**config.mk**
```make
export PLATFORM = sky130hd
export DESIGN_NAME = rotor_ctrl
export DESIGN_NICKNAME = d
export VERILOG_FILES = /design/src/rtl/rc_pkg.sv /design/src/rtl/rc_wheel_seq.sv /design/src/rtl/rc_op_fsm.sv /design/src/rtl/rc_step_gate.sv /design/src/rtl/rotor_ctrl.sv
export SDC_FILE = /design/constraint.sdc
export NUM_CORES = 1
export LEC_CHECK = 0
export ABC_AREA = 1
export BUFFER_PORTS_ARGS = -buffer_cell sky130_fd_sc_hd__buf_2
export CORE_UTILIZATION = 48
export DETAILED_ROUTE_END_ITERATION = 10
export MAX_ROUTING_LAYER = met4
export PLACE_DENSITY = 0.77
export SYNTH_ARGS = -nofsm -noshare
export SYNTH_HDL_FRONTEND = slang
export SYNTH_SLANG_ARGS = --single-unit
```
**constraint.sdc**
```tcl
create_clock -name clk_i -period 2.2 [get_ports clk_i]
set_input_delay 0.22 -clock clk_i [delete_from_list [all_inputs] [get_ports clk_i]]
set_output_delay 0.22 -clock clk_i [all_outputs]
set_load 0.05 [all_outputs]
```
**src/rtl/rc_pkg.sv**
```systemverilog
package rc_pkg;
  typedef enum logic [2:0] {
    ST_IDLE     = 3'd0,
    ST_LOAD     = 3'd1,
    ST_PLUG_IN  = 3'd2,
    ST_FWD      = 3'd3,
    ST_REFL     = 3'd4,
    ST_REV      = 3'd5,
    ST_PLUG_OUT = 3'd6,
    ST_OUT      = 3'd7
  } stage_e;
endpackage

```
**src/rtl/rc_wheel_seq.sv**
```systemverilog
module rc_wheel_seq #(
  parameter int WHEEL_W   = 3,
  parameter int WHEEL_CYC = 2,
  localparam int SUB_W    = (WHEEL_CYC > 1) ? $clog2(WHEEL_CYC) : 1
) (
  input  logic               clk_i,
  input  logic               rst_ni,
  input  logic               run_i,
  input  logic               dir_rev_i,
  input  logic [WHEEL_W-1:0] nw_i,
  output logic [WHEEL_W-1:0] idx_o,
  output logic [SUB_W-1:0]   sub_o,
  output logic               last_o,
  output logic               rev_ofs_o
);
  localparam logic [SUB_W-1:0] SUB_LAST = SUB_W'(WHEEL_CYC - 1);

  logic [WHEEL_W-1:0] cnt_q;
  logic [SUB_W-1:0]   sub_q;
  logic               wheel_end;

  assign wheel_end = (sub_q == SUB_LAST);
  assign last_o    = run_i && wheel_end && (cnt_q == nw_i - WHEEL_W'(1));

  always_ff @(posedge clk_i or negedge rst_ni) begin
    if (!rst_ni) begin
      cnt_q <= '0;
      sub_q <= '0;
    end else if (!run_i || last_o) begin
      cnt_q <= '0;
      sub_q <= '0;
    end else if (wheel_end) begin
      cnt_q <= cnt_q + WHEEL_W'(1);
      sub_q <= '0;
    end else begin
      sub_q <= sub_q + SUB_W'(1);
    end
  end

  always_comb begin
    idx_o     = '0;
    sub_o     = '0;
    rev_ofs_o = 1'b0;
    if (run_i) begin
      idx_o     = dir_rev_i ? (nw_i - WHEEL_W'(1) - cnt_q) : cnt_q;
      sub_o     = sub_q;
      rev_ofs_o = dir_rev_i && (sub_q == '0);
    end
  end

  a_r4_idx_in_range: assert property (@(posedge clk_i) disable iff (!rst_ni)
    run_i |-> (idx_o < nw_i));
  a_r5_ofs_then_lookup: assert property (@(posedge clk_i) disable iff (!rst_ni)
    rev_ofs_o |=> (run_i && sub_o == SUB_W'(1)));
endmodule

```
**src/rtl/rc_op_fsm.sv**
```systemverilog
module rc_op_fsm
  import rc_pkg::*;
(
  input  logic   clk_i,
  input  logic   rst_ni,
  input  logic   start_i,
  input  logic   wheel_last_i,
  input  logic   use_plug_i,
  output stage_e stage_o,
  output logic   busy_o,
  output logic   done_o,
  output logic   out_load_o,
  output logic   in_sel_o,
  output logic   plug_rd_o,
  output logic   step_o,
  output logic   run_o,
  output logic   dir_rev_o
);
  stage_e state_q, state_d;

  always_comb begin
    state_d = state_q;
    unique case (state_q)
      ST_IDLE:     if (start_i) state_d = ST_LOAD;
      ST_LOAD:     state_d = ST_PLUG_IN;
      ST_PLUG_IN:  state_d = ST_FWD;
      ST_FWD:      if (wheel_last_i) state_d = ST_REFL;
      ST_REFL:     state_d = ST_REV;
      ST_REV:      if (wheel_last_i) state_d = ST_PLUG_OUT;
      ST_PLUG_OUT: state_d = ST_OUT;
      ST_OUT:      state_d = ST_IDLE;
      default:     state_d = ST_IDLE;
    endcase
  end

  always_ff @(posedge clk_i or negedge rst_ni) begin
    if (!rst_ni) state_q <= ST_IDLE;
    else         state_q <= state_d;
  end

  assign stage_o    = state_q;
  assign busy_o     = (state_q != ST_IDLE);
  assign done_o     = (state_q == ST_OUT);
  assign out_load_o = (state_q == ST_OUT);
  assign in_sel_o   = (state_q == ST_LOAD);
  assign step_o     = (state_q == ST_LOAD);
  assign plug_rd_o  = use_plug_i && (state_q == ST_PLUG_IN || state_q == ST_PLUG_OUT);
  assign run_o      = (state_q == ST_FWD) || (state_q == ST_REV);
  assign dir_rev_o  = (state_q == ST_REV);

  a_r3_refl_after_fwd: assert property (@(posedge clk_i) disable iff (!rst_ni)
    (state_q == ST_REFL) |-> ($past(state_q) == ST_FWD));
  a_r7_no_restart_busy: assert property (@(posedge clk_i) disable iff (!rst_ni)
    (busy_o && !done_o) |=> (state_q != ST_LOAD));
  a_r10_done_then_idle: assert property (@(posedge clk_i) disable iff (!rst_ni)
    done_o |=> (!busy_o && !done_o));
endmodule

```
**src/rtl/rc_step_gate.sv**
```systemverilog
module rc_step_gate (
  input  logic clk_i,
  input  logic rst_ni,
  input  logic set_mode_i,
  input  logic idle_i,
  input  logic step_i,
  output logic pos_load_o,
  output logic plug_we_o,
  output logic rot_en_o
);
  // set phase: every clock; encode phase: once per letter
  assign pos_load_o = set_mode_i && idle_i;
  assign plug_we_o  = set_mode_i && idle_i;
  assign rot_en_o   = pos_load_o || step_i;

  a_r8_load_only_idle: assert property (@(posedge clk_i) disable iff (!rst_ni)
    pos_load_o |-> (idle_i && !step_i));
  a_r9_step_single: assert property (@(posedge clk_i) disable iff (!rst_ni)
    step_i |=> !step_i);
endmodule

```
**src/rtl/rotor_ctrl.sv**
```systemverilog
module rotor_ctrl
  import rc_pkg::*;
#(
  parameter int WHEEL_W   = 3,
  parameter int WHEEL_CYC = 2,
  localparam int SUB_W    = (WHEEL_CYC > 1) ? $clog2(WHEEL_CYC) : 1
) (
  input  logic               clk_i,
  input  logic               rst_ni,
  input  logic               set_mode_i,
  input  logic               new_char_i,
  input  logic               use_plug_i,
  input  logic [WHEEL_W-1:0] num_wheels_i,
  output logic               busy_o,
  output logic               done_o,
  output logic [2:0]         stage_o,
  output logic               in_sel_o,
  output logic               plug_rd_o,
  output logic               plug_we_o,
  output logic [WHEEL_W-1:0] wheel_idx_o,
  output logic [SUB_W-1:0]   wheel_sub_o,
  output logic               rev_ofs_o,
  output logic               rotor_step_o,
  output logic               pos_load_o,
  output logic               rot_en_o,
  output logic               out_load_o
);
  stage_e             stage;
  logic               start, run, dir_rev, wheel_last, step;
  logic [WHEEL_W-1:0] nw_q, nw_eff;

  assign start  = new_char_i && !set_mode_i;
  assign nw_eff = (num_wheels_i == '0) ? WHEEL_W'(1) : num_wheels_i;

  // wheel count frozen for the whole pass
  always_ff @(posedge clk_i or negedge rst_ni) begin
    if (!rst_ni)                      nw_q <= WHEEL_W'(1);
    else if (start && !busy_o)        nw_q <= nw_eff;
  end

  rc_op_fsm u_op (
    .clk_i        (clk_i),
    .rst_ni       (rst_ni),
    .start_i      (start),
    .wheel_last_i (wheel_last),
    .use_plug_i   (use_plug_i),
    .stage_o      (stage),
    .busy_o       (busy_o),
    .done_o       (done_o),
    .out_load_o   (out_load_o),
    .in_sel_o     (in_sel_o),
    .plug_rd_o    (plug_rd_o),
    .step_o       (step),
    .run_o        (run),
    .dir_rev_o    (dir_rev)
  );

  rc_wheel_seq #(.WHEEL_W(WHEEL_W), .WHEEL_CYC(WHEEL_CYC)) u_wheel (
    .clk_i     (clk_i),
    .rst_ni    (rst_ni),
    .run_i     (run),
    .dir_rev_i (dir_rev),
    .nw_i      (nw_q),
    .idx_o     (wheel_idx_o),
    .sub_o     (wheel_sub_o),
    .last_o    (wheel_last),
    .rev_ofs_o (rev_ofs_o)
  );

  rc_step_gate u_gate (
    .clk_i      (clk_i),
    .rst_ni     (rst_ni),
    .set_mode_i (set_mode_i),
    .idle_i     (!busy_o),
    .step_i     (step),
    .pos_load_o (pos_load_o),
    .plug_we_o  (plug_we_o),
    .rot_en_o   (rot_en_o)
  );

  assign stage_o      = stage;
  assign rotor_step_o = step;

  a_r11_count_stable: assert property (@(posedge clk_i) disable iff (!rst_ni)
    (busy_o && $past(busy_o)) |-> $stable(nw_q));
  a_r10_done_with_load: assert property (@(posedge clk_i) disable iff (!rst_ni)
    done_o |-> (out_load_o && !rotor_step_o && !rev_ofs_o));
endmodule

```
==> impl_metrics.json, run 1 <==
{
  "routabilityCongestion": 0.803,
  "htreeDepth": 1,
  "setup_viol": 0,
  "area_delta_synth_final_pct": 29.1,
  "synth_area_um2": 741,
  "max_stage_delay_ns": 0.54,
  "synth.avg_cell_area_um2": 7.19,
  "yosys.area.top_type": "dfrtp_1",
  "grtUsageTotal": 0.223,
  "cp.arrival_ns": 1.95,
  "fp.dieW_um": 41.3,
  "slew_headroom": 0.828,
  "crit_type": "reg -> out",
  "vias": 717,
  "drive_above_1_share": 0.366,
  "placementRows": 13,
  "synth_area_leaders": "dfrtp_1 30%, nand2_1 15%, inv_1 9.1%",
  "layout_setup_ws_ns": 0.0346,
  "synth_nets": 116,
  "fin_crit_ns": 2.17,
  "crit_end": "wheel_idx_o[1]",
  "cp_slowest_cell": "dfstp_2",
  "worstMarginPinSlew_ns": 0.257,
  "required_ns": 1.98,
  "cts_sinks": 10,
  "synth_xor_area_frac": 0.0118,
  "synthDistinctLibCells": 21,
  "placed_cell_area_um2": 865,
  "pre_cts_slack_ns": 0.190,
  "wl_um": 1720,
  "reg2reg_depth": 11,
  "synth_flop_cell": "dfrtp_1",
  "drv_slew": 0,
  "cap_violations": 0,
  "hold_viol": 0,
  "core_um2": 1370,
  "whs_ns": 0.231,
  "grt_max_degree": 11,
  "io_pins": 25,
  "start_util": 0.542,
  "synth_mux_area_frac": 0.0135,
  "end_kind": "output pin",
  "ys_top_cells_by_count": "29 x nand2_1, 18 x inv_1, 11 x nor2_1, 9 x dfrtp_1, 7 x nand3_1",
  "synth-seq-cells": 10,
  "fillCellCount": 122,
  "skew_ns": 0.0122,
  "yosysMostFrequentCell": "nand2_1",
  "reg2reg_from": "nw_q[0]$_DFFE_PN1P_",
  "routedWlPerCell_um": 11.8,
  "first_iter_violations": 26,
  "grt_pass1_vias": 530,
  "synth_top_family_by_area": "simple AND/OR/NAND/NOR gates",
  "viasPerCell": 4.91,
  "nets": 145,
  "critPathLaunch": "nw_q[0]$_DFFE_PN1P_",
  "hp-class": "in -> reg",
  "rsz0062_at_grt": "yes",
  "crit_chain": "inv_2, ha_4, inv_4, fa_2, nand2_2, o21ai_2, buf_6",
  "insertion_delay_ns": 0.27,
  "synth_top_area_frac": 0.304,
  "grt_pass1_wl_um": 2350,
  "first_pass_iters": 4,
  "reg2reg_slack_ns": 0.28,
  "path_clk_slew_ns": 0.06,
  "start_kind": "flop",
  "antenna_found_initial": 0,
  "stdcell_area_um2": 956,
  "final_cells": 146,
  "synth_seq_area_share": 0.340,
  "drtAntennaViolNets": 0,
  "route.detailed.drc": 0,
  "dp.cells": 139,
  "syn_inst": 103,
  "cp_max_fo": 2,
  "die_h_um": 41.3,
  "synth-simple-area-share": 0.318,
  "async_flop_share": 1.00,
  "root_buffer": "clkbuf_4",
  "synthAdderAreaFrac": 0.0946,
  "synth-edff-count": 0,
  "r2r_end": "u_op.stage_o[1]$_DFFE_PN0P_",
  "status": "complete, no violations",
  "dp_hpwl_um": 1260,
  "antennaDiodeCount": 0,
  "die_area_um2": 1700,
  "port_buffers": 24,
  "synth_warnings": 0,
  "cts_tree": "done",
  "cts_buffers": 3,
  "clk_path_buf_depth": 2,
  "grt-ovfl-total": 0,
  "synth_compound_area_frac": 0.0912,
  "max_freq_ghz": 0.462,
  "finalCritPeriodShare": 0.984
}
## cell usage in the layout (no fill, tap or decap), drive strengths merged
master,Yosys,routed
xor2,1,1
clkbuf,0,4
dlygate4sd3,0,1
nand3,9,9
buf,3,26
dfstp,1,1
nor2,12,12
a21boi,1,1
inv,20,20
fa,1,1
mux2i,1,1
ha,4,4
and2,1,1
a21oi,2,2
nand2,31,31
o21ai,7,7
dfrtp,9,9
## how the worst min path moves through the flow
| stage | from | to | slack [ns] | cells past startpoint |
|---|---|---|---|---|
| 2_1_floorplan | rst_ni | nw_q[1]$_DFFE_PN0P_ | -0.08 | 0 |
| 3_3_place_gp | rst_ni | u_wheel.cnt_q[2]$_DFFE_PN0P_ | 0.09 | 1 |
| 3_5_place_dp | rst_ni | nw_q[1]$_DFFE_PN0P_ | 0.09 | 1 |
| 4_1_cts | num_wheels_i[1] | nw_q[1]$_DFFE_PN0P_ | 0.22 | 3 |
| 5_1_grt | num_wheels_i[1] | nw_q[1]$_DFFE_PN0P_ | 0.25 | 3 |
| 6_report | num_wheels_i[1] | nw_q[1]$_DFFE_PN0P_ | 0.23 | 3 |
## flip-flops by register name, summed over array words and instances, names as in the netlist
| register | cells |
|---|---|
| u_op.stage_o | 3 |
| u_wheel.cnt_q | 3 |
| nw_q | 3 |
| u_wheel.sub_q | 1 |
## routing by layer
layer	vias up	part of all wire	GRT usage
met4	0	0.0099	0.0806
met3	2	0.031	0.0272
met1	331	0.46	0.306
met5	-	0	-
met2	17	0.50	0.336
li1	367	-	-
## cells by family after synthesis
group,count (synthesis)
compound gates,10
buf+inv,23
fa+ha+maj,5
mux,1
flops,10
simple gates,53
xor+xnor,1
## per-stage QoR
stage          utilization  setup TNS (ns)
2_1_floorplan            -          -0.107
3_3_place_gp         0.633               0
3_5_place_dp         0.633               0
4_1_cts              0.668               0
5_1_grt              0.700         -0.0509
6_report             0.700               0
## area by class of cell
cell class / instances / area (um^2) / share of cell area
clock buffer: 4 / 26.3 / 0.0275
inverter: 20 / 77.6 / 0.0812
multi-input combinational: 70 / 424 / 0.444
sequential: 10 / 251 / 0.263
tap: 15 / 18.8 / 0.0196
timing repair buffer: 27 / 158 / 0.165
## critical path: cells and delay by family, from the launching register on
kind                     cells  cell delay (ns)
AO/OA/AOI/OAI                1             0.06
adder cells (fa/ha/maj)      2             0.80
buffers and inverters        3             0.25
flip-flops                   1             0.54
AND/OR/NAND/NOR              1             0.05
## timing repair
action,in CTS,in global routing
hold buffers,1,0
pin swaps,2,3
endpoints found under the setup margin,2,2
setup buffers,1,1
endpoints found under the hold margin,9,0
gates resized for setup,3,9
Power of run 1 is not shown: default switching activity piles up to over one toggle a cycle in this logic, so the estimate is an artifact.
==> run 2, diff against run 1 <==
--- a/config.mk
+++ b/config.mk
@@ -10,7 +10,7 @@
 export CORE_UTILIZATION = 48
 export DETAILED_ROUTE_END_ITERATION = 10
 export MAX_ROUTING_LAYER = met4
-export PLACE_DENSITY = 0.77
+export PLACE_DENSITY = 0.88
 export SYNTH_ARGS = -nofsm -noshare
 export SYNTH_HDL_FRONTEND = slang
 export SYNTH_SLANG_ARGS = --single-unit
==> constraint.sdc (replaced) <==
create_clock -name clk_i -period 2.2 [get_ports clk_i]
set_input_delay 0.66 -clock clk_i [delete_from_list [all_inputs] [get_ports clk_i]]
set_output_delay 0.66 -clock clk_i [all_outputs]
set_load 0.05 [all_outputs]
==> run 2 against run 1 <==
  * The run now ends with negative setup slack left
  * Final area is 12% higher
  * Sequential share of layout area shrank 2.5 points
  * Core utilization increased by 8.6 points
  * Die area is the same
  * Count of clock-buffer cells in the layout unchanged
  * First-iteration DRC count down 12%
  * Final cell count up 2.1%
  * Non-clock buffer count up 3
  * Maximum frequency down 18%
  * Critical path depth grew 1
  * Setup slack lost 0.47 ns
  * Flip-flop and latch count did not move
  * Critical path type unchanged
  * Highest routed layer unchanged
==> impl_metrics.json, run 2 (synthesis results as in run 1) <==
{
  "status": "finished, violations left",
  "violations": "negative setup slack",
  "cts_hold_buffers": 0,
  "worstMarginPinSlew_ns": 0.236,
  "routabilityCongestion": 0.783,
  "reg2reg_slack_ns": 0,
  "drv_slew": 0,
  "setup_viol": 2,
  "cpMostUsedCell": "nand2_2",
  "insertion_delay_ns": 0.27,
  "end_kind": "output pin",
  "htreeDepth": 1,
  "vias": 768,
  "clk_path_buf_depth": 2,
  "skew_ns": 0.00445,
  "reg2reg_depth": 13,
  "r2r_end": "u_op.stage_o[1]$_DFFE_PN0P_",
  "viasPerCell": 5.15,
  "start_kind": "flop",
  "placementRows": 13,
  "io_pins": 25,
  "cp_max_fo": 2,
  "max_stage_delay_ns": 0.54,
  "placed_cell_area_um2": 937,
  "area_delta_synth_final_pct": 44.9,
  "start_util": 0.542,
  "grtUsageTotal": 0.216,
  "finalCritPeriodShare": 1.20,
  "cts_tree": "done",
  "routedWlPerCell_um": 13.5,
  "crit_chain": "inv_2, ha_4, inv_4, fa_2, nand2_2, nand2_2, o21ai_4, buf_6",
  "path_buf_inv": 3,
  "cp_slowest_cell": "dfstp_2",
  "route.detailed.drc": 0,
  "drtAntennaViolNets": 0,
  "grt_max_degree": 11,
  "cp_top_family": "adder cells",
  "port_buffers": 24,
  "die_h_um": 41.3,
  "most-common-layout-cells": "23 x nand2_1, 17 x buf_2, 13 x inv_1, 8 x nand2_2, 7 x buf_4",
  "grt-ovfl-total": 0,
  "die_area_um2": 1700,
  "crit_type": "reg -> out",
  "path_clk_slew_ns": 0.07,
  "stdcell_area_um2": 1070,
  "first_pass_iters": 4,
  "fin_crit_ns": 2.63,
  "reg2reg_from": "nw_q[0]$_DFFE_PN1P_",
  "layout_setup_ws_ns": -0.434,
  "cp.arrival_ns": 1.97,
  "wl_um": 2010,
  "first_iter_violations": 23,
  "nets": 148,
  "hp-class": "in -> async",
  "required_ns": 1.54,
  "hold_viol": 0,
  "drive_above_1_share": 0.530,
  "grt_pass1_vias": 584,
  "antennaDiodeCount": 0,
  "antenna_found_initial": 0,
  "final_common_cell": "nand2_1",
  "cts_buffers": 3,
  "fp.dieW_um": 41.3,
  "rsz0062_at_grt": "yes",
  "root_buffer": "clkbuf_4",
  "cts_sinks": 10,
  "max_freq_ghz": 0.380,
  "cap_violations": 0,
  "core_um2": 1370,
  "slew_headroom": 0.842,
  "dp_hpwl_um": 1220,
  "grt_pass1_wl_um": 2260
}
run 2: per-layer routing:
layer / global-route usage / share of wire / vias to the layer above
met3: 0.0380 / 0.043 / 4
met5: - / 0 / -
met4: 0.137 / 0.016 / 0
li1: - / - / 374
met1: 0.222 / 0.39 / 358
met2: 0.375 / 0.55 / 32
run 2: worst max-delay path by stage:
| stage | start | slack [ns] | depth (start not counted) | to |
|---|---|---|---|---|
| 6_report | nw_q[0]$_DFFE_PN1P_ | -0.43 | 8 | wheel_idx_o[2] |
| 5_1_grt | nw_q[0]$_DFFE_PN1P_ | -0.48 | 7 | wheel_idx_o[1] |
| 4_1_cts | nw_q[0]$_DFFE_PN1P_ | -0.41 | 7 | wheel_idx_o[1] |
| 3_5_place_dp | nw_q[0]$_DFFE_PN1P_ | -0.24 | 7 | wheel_idx_o[1] |
| 3_3_place_gp | nw_q[0]$_DFFE_PN1P_ | -0.22 | 7 | wheel_idx_o[1] |
| 2_1_floorplan | nw_q[0]$_DFFE_PN1P_ | -0.12 | 7 | wheel_idx_o[2] |
run 2: worst reg2reg max path, cell delays in order (launching register included):
cell	delay, ns
dfstp_2	0.54
inv_2	0.05
ha_4	0.27
inv_4	0.03
buf_4	0.12
buf_4	0.13
buf_4	0.12
ha_1	0.30
nand2_2	0.08
nor2_2	0.10
nand2_1	0.08
nand2_2	0.16
nand3_2	0.10
nand2_2	0.06
run 2: final cells by class:
cell class | instances | area (um^2)
Tap cell | 15 | 18.8
Inverter | 20 | 80.1
Multi-Input combinational cell | 70 | 495
Timing Repair Buffer | 30 | 198
Clock buffer | 4 | 26.3
Fill cell | 101 | 293
Sequential cell | 10 | 255
run 2: stage by stage:
step	TNS, ns	std cells	hold WS [ns]	setup slack, ns	util
3_3_place_gp	-0.396	142	0.470	-0.221	0.686
2_1_floorplan	-0.214	103	0.364	-0.121	-
6_report	-0.863	149	0.235	-0.434	0.786
3_5_place_dp	-0.420	142	0.487	-0.242	0.686
4_1_cts	-0.804	147	0.242	-0.414	0.734
5_1_grt	-1.48	149	0.243	-0.478	0.786
run 2: timing repair:
action | 4_1_cts | 5_1_grt
endpoints found under the hold margin | 0 | 0
endpoints found under the setup margin | 3 | 9
setup buffers | 1 | 2
pin swaps | 4 | 4
resized for setup | 9 | 17
Power of run 2 is left out for the same reason.
==> run 3, diff against run 2 <==
--- a/config.mk
+++ b/config.mk
@@ -7,6 +7,7 @@
 export LEC_CHECK = 0
 export ABC_AREA = 1
 export BUFFER_PORTS_ARGS = -buffer_cell sky130_fd_sc_hd__buf_2
+export CORE_MARGIN = 5
 export CORE_UTILIZATION = 48
 export DETAILED_ROUTE_END_ITERATION = 10
 export MAX_ROUTING_LAYER = met4
==> run 3 against run 2 <==
  * Critical endpoint unchanged
  * The flow still finishes with violations (negative setup slack)
  * Worst hold slack worse by 0.0051 ns
  * Count of clock-buffer cells in the layout unchanged
  * Die area up 43%
  * Critical path depth did not move
  * Final cell count grew 0.67%
  * Final area down 0.47%
  * Sequential share of layout area grew 0.11 points
  * Critical path type unchanged
==> impl_metrics.json, run 3 (synthesis results as in run 1) <==
{
  "status": "finished, violations left",
  "violations": "negative setup slack",
  "port_buffers": 24,
  "path_clk_slew_ns": 0.08,
  "gr-usage-met1": 0.192,
  "cp.arrival_ns": 1.98,
  "grt-ovfl-total": 0,
  "reg2reg_slack_ns": 0.11,
  "slew_headroom": 0.833,
  "finalCritPeriodShare": 1.20,
  "dp.cells": 143,
  "gr-max-usage-layer": "met2",
  "vias": 767,
  "setup_viol": 2,
  "io_pins": 25,
  "reg2reg_from": "nw_q[0]$_DFFE_PN1P_",
  "reg2reg_depth": 12,
  "r2r_end": "u_op.stage_o[1]$_DFFE_PN0P_",
  "root_buffer": "clkbuf_4",
  "antenna_found_initial": 0,
  "route.detailed.drc": 0,
  "die_area_um2": 2430,
  "required_ns": 1.54,
  "grt_pass1_wl_um": 3080,
  "cts_buffers": 3,
  "clk_path_buf_depth": 2,
  "cp_max_fo": 2,
  "viasPerCell": 5.11,
  "final_cells": 150,
  "setup_tns_ns": -0.847,
  "pre_cts_slack_ns": -0.246,
  "dp_hpwl_um": 1380,
  "routedWlPerCell_um": 12.3,
  "first_pass_iters": 4,
  "fp.dieW_um": 49.3,
  "layout_setup_ws_ns": -0.435,
  "fin_crit_ns": 2.64,
  "max_freq_ghz": 0.379,
  "grtUsageMet3": 0.0367,
  "start_util": 0.497,
  "skew_ns": 0.00622,
  "p_leak_nw": 0.554,
  "die_h_um": 49.3,
  "final_common_cell": "nand2_1",
  "max_stage_delay_ns": 0.54,
  "peakVddDrop_uv": 953,
  "power.density_nw_per_um2": 1740,
  "nets": 148,
  "drv_slew": 0,
  "grtUsageMet2": 0.258,
  "htreeDepth": 1,
  "cts_hold_buffers": 0,
  "cap_violations": 0,
  "start_kind": "flop",
  "fillCellCount": 118,
  "grt_pass1_vias": 726,
  "worstMarginPinSlew_ns": 0.252,
  "most-common-layout-cells": "25 x nand2_1, 17 x buf_2, 13 x inv_1, 7 x nand3_1, 7 x buf_4",
  "cts_sinks": 10,
  "placementRows": 14,
  "drive_above_1_share": 0.500,
  "drtAntennaViolNets": 0,
  "antennaDiodeCount": 0,
  "fin_util": 0.718,
  "hp-class": "in -> async",
  "area_delta_synth_final_pct": 44.3,
  "cts_tree": "done",
  "end_kind": "output pin",
  "crit_chain": "inv_2, ha_4, inv_2, fa_2, nand2_2, nand2_2, o21ai_4, buf_6",
  "critPathLaunch": "nw_q[0]$_DFFE_PN1P_",
  "routabilityCongestion": 0.894,
  "hold_viol": 0,
  "rsz0062_at_grt": "yes",
  "first_iter_violations": 10,
  "core_um2": 1490,
  "grtUsageTotal": 0.168,
  "crit_type": "reg -> out",
  "cp_slowest_cell": "dfstp_2",
  "insertion_delay_ns": 0.27,
  "wl_um": 1850,
  "grt_max_degree": 11
}
run 3: area by class of cell:
| type | count | area [um^2] | share of cell area |
|---|---|---|---|
| clock buffers | 4 | 36.3 | 0.0340 |
| flip-flops and latches | 10 | 255 | 0.239 |
| multi-input cells | 70 | 478 | 0.447 |
| repair buffers | 30 | 201 | 0.189 |
| well taps | 16 | 20.0 | 0.0187 |
| inverters | 20 | 77.6 | 0.0726 |
run 3: how the worst max path moves through the flow:
stage	to	slack (ns)	cells after the start
detailed placement	wheel_idx_o[1]	-0.25	7
CTS	wheel_idx_o[2]	-0.43	8
finish	wheel_idx_o[2]	-0.44	8
floorplan	wheel_idx_o[2]	-0.12	7
global route	wheel_idx_o[2]	-0.49	8
global placement	wheel_idx_o[1]	-0.22	7
run 3: layer usage:
layer / vias to the layer above / part of all wire
li1: 375 / -
met1: 342 / 0.38
met2: 39 / 0.49
met3: 11 / 0.089
met4: 0 / 0.042
met5: - / 0
run 3: repair_timing:
action                                  CTS  global route
setup buffers                             1             2
pin swaps                                 4             2
resized for setup                        12             9
endpoints found under the setup margin    3             7
run 3: metrics by stage:
stage | hold WS (ns) | power [mW] | instance area (um^2)
2_1_floorplan | 0.364 | 1.26 | 798
3_3_place_gp | 0.469 | 1.46 | 938
3_5_place_dp | 0.465 | 1.49 | 938
4_1_cts | 0.242 | 1.77 | 1030
5_1_grt | 0.251 | 1.99 | 1070
6_report | 0.230 | 1.85 | 1070
run 3: power breakdown:
part	total, mW	leakage (nW)	internal [mW]	switching, mW
sequential	0.346	0.123	0.263	0.0830
combinational	1.34	0.410	0.439	0.896
clock	0.173	0.0210	0.101	0.0724
total	1.85	0.554	0.803	1.05
run 3: critical path: cells and delay by family (launching register included):
kind	cells	cell delay (ns)
AOI/OAI and AO/OA	1	0.14
adders and majority gates	2	0.61
buffers and inverters	3	0.25
DFF	1	0.54
and+or+nand+nor	2	0.15
Note: power is estimated with default switching activity, not from simulation.
